**config.mk**
```make
export PLATFORM = sky130hd
export DESIGN_NAME = burst_addr_seq
export DESIGN_NICKNAME = d
export VERILOG_FILES = /design/src/rtl/burst_pkg.sv /design/src/rtl/burst_beat_ctr.sv /design/src/rtl/burst_offset_map.sv /design/src/rtl/burst_addr_seq.sv
export SDC_FILE = /design/constraint.sdc
export NUM_CORES = 1
export LEC_CHECK = 0
export ABC_AREA = 1
export BUFFER_PORTS_ARGS = -buffer_cell sky130_fd_sc_hd__buf_4
export CAP_MARGIN = 20
export CORE_ASPECT_RATIO = 0.8
export CORE_UTILIZATION = 46
export DETAILED_ROUTE_END_ITERATION = 7
export HOLD_SLACK_MARGIN = 0.03
export PLACE_DENSITY = 0.86
export SETUP_SLACK_MARGIN = 0.3
export SYNTH_ARGS = -nofsm -noshare
export SYNTH_HDL_FRONTEND = slang
export SYNTH_HIERARCHICAL = 1
export SYNTH_SLANG_ARGS = --single-unit
export TNS_END_PERCENT = 1
```
**constraint.sdc**
```tcl
create_clock -name clk -period 1.1 [get_ports clk]
set_input_delay 0.055 -clock clk [delete_from_list [all_inputs] [get_ports clk]]
set_output_delay 0.055 -clock clk [all_outputs]
set_load 0.01 [all_outputs]
```
**src/rtl/burst_pkg.sv**
```systemverilog
package burst_pkg;
  typedef enum logic {
    ORDER_LINEAR     = 1'b0,
    ORDER_INTERLEAVE = 1'b1
  } burst_order_e;
endpackage

```
**src/rtl/burst_beat_ctr.sv**
```systemverilog
module burst_beat_ctr #(
  parameter int BEAT_W = 2
) (
  input  logic              clk,
  input  logic              rst_n,
  input  logic              clear_i,
  input  logic              step_i,
  output logic [BEAT_W-1:0] cnt_o
);
  logic [BEAT_W-1:0] cnt_q;

  // clear has priority over step; the count wraps naturally at 2**BEAT_W
  always_ff @(posedge clk or negedge rst_n) begin
    if (!rst_n)       cnt_q <= '0;
    else if (clear_i) cnt_q <= '0;
    else if (step_i)  cnt_q <= cnt_q + 1'b1;
  end

  assign cnt_o = cnt_q;

  assert_clear_wins_R9: assert property (@(posedge clk) disable iff (!rst_n)
    clear_i |=> (cnt_o == '0));
endmodule

```
**src/rtl/burst_offset_map.sv**
```systemverilog
module burst_offset_map
  import burst_pkg::*;
#(
  parameter int BEAT_W = 2
) (
  input  burst_order_e      order_i,
  input  logic [BEAT_W-1:0] start_i,
  input  logic [BEAT_W-1:0] beat_i,
  output logic [BEAT_W-1:0] off_o
);
  logic [BEAT_W-1:0] lin_off;
  logic [BEAT_W-1:0] ilv_off;

  assign lin_off = start_i + beat_i;  // wraps modulo 2**BEAT_W
  assign ilv_off = start_i ^ beat_i;

  always_comb begin
    off_o = (order_i == ORDER_INTERLEAVE) ? ilv_off : lin_off;
  end

  // beat zero must always land on the captured start offset
  always_comb begin
    if (beat_i == '0) assert_beat0_is_start_R2: assert (off_o == start_i);
  end
endmodule

```
**src/rtl/burst_addr_seq.sv**
```systemverilog
module burst_addr_seq
  import burst_pkg::*;
#(
  parameter int ADDR_W    = 17,
  parameter int BURST_LEN = 4,
  localparam int BEAT_W   = (BURST_LEN > 1) ? $clog2(BURST_LEN) : 1
) (
  input  logic              clk,
  input  logic              rst_n,
  input  logic              load_i,
  input  logic              advance_i,
  input  logic              order_i,
  input  logic [ADDR_W-1:0] addr_i,
  output logic [ADDR_W-1:0] addr_o,
  output logic [BEAT_W-1:0] beat_o
);
  logic [ADDR_W-1:0] base_q;
  burst_order_e      order_q;
  logic [BEAT_W-1:0] beat;
  logic [BEAT_W-1:0] low_off;

  // address and order are captured together, once per burst
  always_ff @(posedge clk or negedge rst_n) begin
    if (!rst_n) begin
      base_q  <= '0;
      order_q <= ORDER_INTERLEAVE;
    end else if (load_i) begin
      base_q  <= addr_i;
      order_q <= burst_order_e'(order_i);
    end
  end

  burst_beat_ctr #(.BEAT_W(BEAT_W)) u_ctr (
    .clk     (clk),
    .rst_n   (rst_n),
    .clear_i (load_i),
    .step_i  (advance_i),
    .cnt_o   (beat)
  );

  burst_offset_map #(.BEAT_W(BEAT_W)) u_map (
    .order_i (order_q),
    .start_i (base_q[BEAT_W-1:0]),
    .beat_i  (beat),
    .off_o   (low_off)
  );

  assign addr_o = {base_q[ADDR_W-1:BEAT_W], low_off};
  assign beat_o = beat;

  assert_load_restart_R2: assert property (@(posedge clk) disable iff (!rst_n)
    load_i |=> (addr_o == $past(addr_i)) && (beat_o == '0));

  assert_upper_stable_R3: assert property (@(posedge clk) disable iff (!rst_n)
    !load_i |=> $stable(addr_o[ADDR_W-1:BEAT_W]));

  assert_suspend_hold_R7: assert property (@(posedge clk) disable iff (!rst_n)
    (!load_i && !advance_i) |=> ($stable(addr_o) && $stable(beat_o)));

  assert_order_ignored_R6: assert property (@(posedge clk) disable iff (!rst_n)
    (!load_i && !advance_i && (order_i != $past(order_i))) |=> $stable(addr_o));

  assert_beat_step_R10: assert property (@(posedge clk) disable iff (!rst_n)
    (!load_i && advance_i) |=> (beat_o == BEAT_W'($past(beat_o) + 1'b1)));
endmodule

```
==> flow_summary.toml <==
[outcome]
violations = "setup timing"
outcome = "finished, violations left"

[hold_path]
timing.hold.worst.class = "input port to register"
worst_hold_path.num_cells = 3

[floorplanning]
core.rowCount = 14
fp.coreArea_sq_um = 1940
design.portCount = 41
floorplan.initialDensity_pct = 50.3
die_area_sq_um = 2320
floorplan.die.width_um = 53.6
die-height_um = 43.3

[final_layout]
area_growth_syn_to_layout_pct = 56.1
final_core_utilization_pct = 78.6
finish.net_count = 189
finalInstanceArea_sq_um = 1530
final_cell_count_no_fill = 189
num-fill-cells = 129
ff_latch_area_sq_um = 504
most-common-layout-cells = "sky130_fd_sc_hd__nand2_1, sky130_fd_sc_hd__buf_4, sky130_fd_sc_hd__dlygate4sd3_1, sky130_fd_sc_hd__buf_6, sky130_fd_sc_hd__dfrtp_1"
layout_commonest_cell = "sky130_fd_sc_hd__nand2_1"
antenna_cells_inserted = 0
layout-drive-gt1-share_pct = 38.2
multi_input_comb_area_sq_um = 333

[timing]
worst_tran_pin_value_ns = 0.261
post_layout_minimum_cycle_time_ns = 1.32
final.setup_skew_ns = 0.000184
final.setup.tns_ns = -0.295
finalCritPeriodShare_pct = 120
hold_viol = 0
worst_slew_margin_rel_pct = 82.6
peak_clock_frequency_supported_by_timing_ghz = 0.756
hold_ws_ns = 0.0799
drv_slew = 0
setup-violations-final = 2
rsz0062_at_grt = "yes"
setup_slack_ns = -0.223

[drt]
drt-vias-per-instance = 4.60
drt.antenna.violating_nets = 0
drcViolationCount = 0
first_pass_detailed_route_iteration_total = 4
route.detailed.wl_per_inst_um = 12.2
routed_wirelength_um = 2310
dr_total_vias = 869
detail_route.iter0.violations = 27

[global_routing]
grt_antenna_before_repair = 0
global_route.overflow_total = 0
first_global_vias = 852
overall_routing_resource_usage_pct = 22.2
grt_max_degree = 21
wire_length_of_the_first_global_routing_pass_um = 3590

[pwr]
power_density_nw_per_um2 = 1150
vdd_drop_max_v = 0.000884
cellLeakagePower_nw = 0.806
report.power.total_mw = 1.76

[setup_path]
arrival_ns = 1.27
worst-endpoint-required_ns = 1.04
reg2regPathDepth = 4
worst-setup-path-type = "register to output pin"
path_cells = "ha_4 > inv_2 > nor2_2 > nand3_1 > nand2_1 > inv_2 > buf_6"
timing.critical_path.fanout_max = 2
crit_path_end_kind = "output pin"
critical-path-max-stage-delay_ns = 0.43
timing.critical_path.slowest_stage_cell = "sky130_fd_sc_hd__dfrtp_1"
worst_setup_path_start_kind = "register"
cpMostUsedCell = "sky130_fd_sc_hd__inv_2"

[place]
globalplace.congestion = 0.706
placed_area_sq_um = 1180
post-place-cells = 163
dpl.hpwl_um = 1310
numPortBuffers = 40
detailedPlace.worstSlack_ns = 0.0813

[run]
drv.max_cap_violation_count = 0

[synthesis]
synth.cell_area_sq_um = 978
synth-seq-cells = 20
postSynthNetCount = 140
synth_warnings = 6
synthCells = 117
synth.lib_cells_used.distinct = 13
avgSynthCellArea_sq_um = 8.36
synth.yosys.seq_area_share_pct = 51.3

[clocking]
cts_made_buffers = 3
clk-insertion-delay-late_ns = 0.30
cts_root_buf = "sky130_fd_sc_hd__clkbuf_4"
clkTransAtPathRegs_ns = 0.11
sinks_on_clock_net = 20
h_tree_depth = 1
clockBufferDepth = 2
tritoncts = "built"
[state kept, by name (all words and copies together), names as in the netlist]
name	flops
base_q	17
u_ctr/cnt_o	2
order_q	1
[Yosys cell counts (all sizes together)]
cell	n	area, sq um
a21oi	1	5.00
buf	18	146
dfrtp	19	475
dfstp	1	26.3
ha	1	12.5
inv	7	33.8
nand2	63	249
nand3	3	15.0
nor2	4	15.0
[routing by layer]
metal / GRT usage, % / part of all wire, %
met1: 24.3 / 42
met2: 40.3 / 55
met3: 4.66 / 1.7
met4: 9.47 / 1.8
met5: 0 / 0
[logic make-up after synthesis]
family	count (synthesis)	synth area share, %
compound gates	1	0.511
flops	20	51.3
buf+inv	25	18.4
fa+ha+maj	1	1.28
simple gates	70	28.5
[worst paths after layout]
| check | slack (ns) | end | start |
|---|---|---|---|
| worst max register to register | 0.22 | u_ctr/cnt_o[1] | u_ctr/cnt_o[0] |
| worst min-delay path | 0.08 | order_q | load_i |
| worst min register to register | 0.49 | order_q | order_q |
| max in group asynchronous | 0.66 | order_q | rst_n |
| min in group asynchronous | 0.17 | base_q[8] | rst_n |
| worst max-delay path | -0.22 | addr_o[1] | base_q[0] |
[what timing repair did]
action	4_1_cts	5_1_grt
resized for setup	20	8
endpoints found under the setup margin	19	21
hold buffers	20	0
hold endpoints to repair	39	0
buffers inserted	1	1
pin swaps	4	5
[critical path, delay by kind of cell, from the launching register on]
family | cells | cell delay, ns
adders and majority gates | 1 | 0.16
buffers and inverters | 3 | 0.17
and+or+nand+nor | 3 | 0.20
DFF | 1 | 0.43
[report_power, final]
group	switching, mW	internal (mW)	leakage, nW
sequential	0.0591	0.802	0.241
clock	0.225	0.202	0.0210
combinational	0.192	0.275	0.544
[layout make-up]
type / instances / area share, %
repair buffers: 62 / 38.7
flip-flops and latches: 20 / 33.0
multi-input cells: 72 / 21.8
clock buffers: 4 / 2.38
inverters: 7 / 2.21
well taps: 24 / 1.97
No activity file was read; power rests on OpenSTA's default activity.
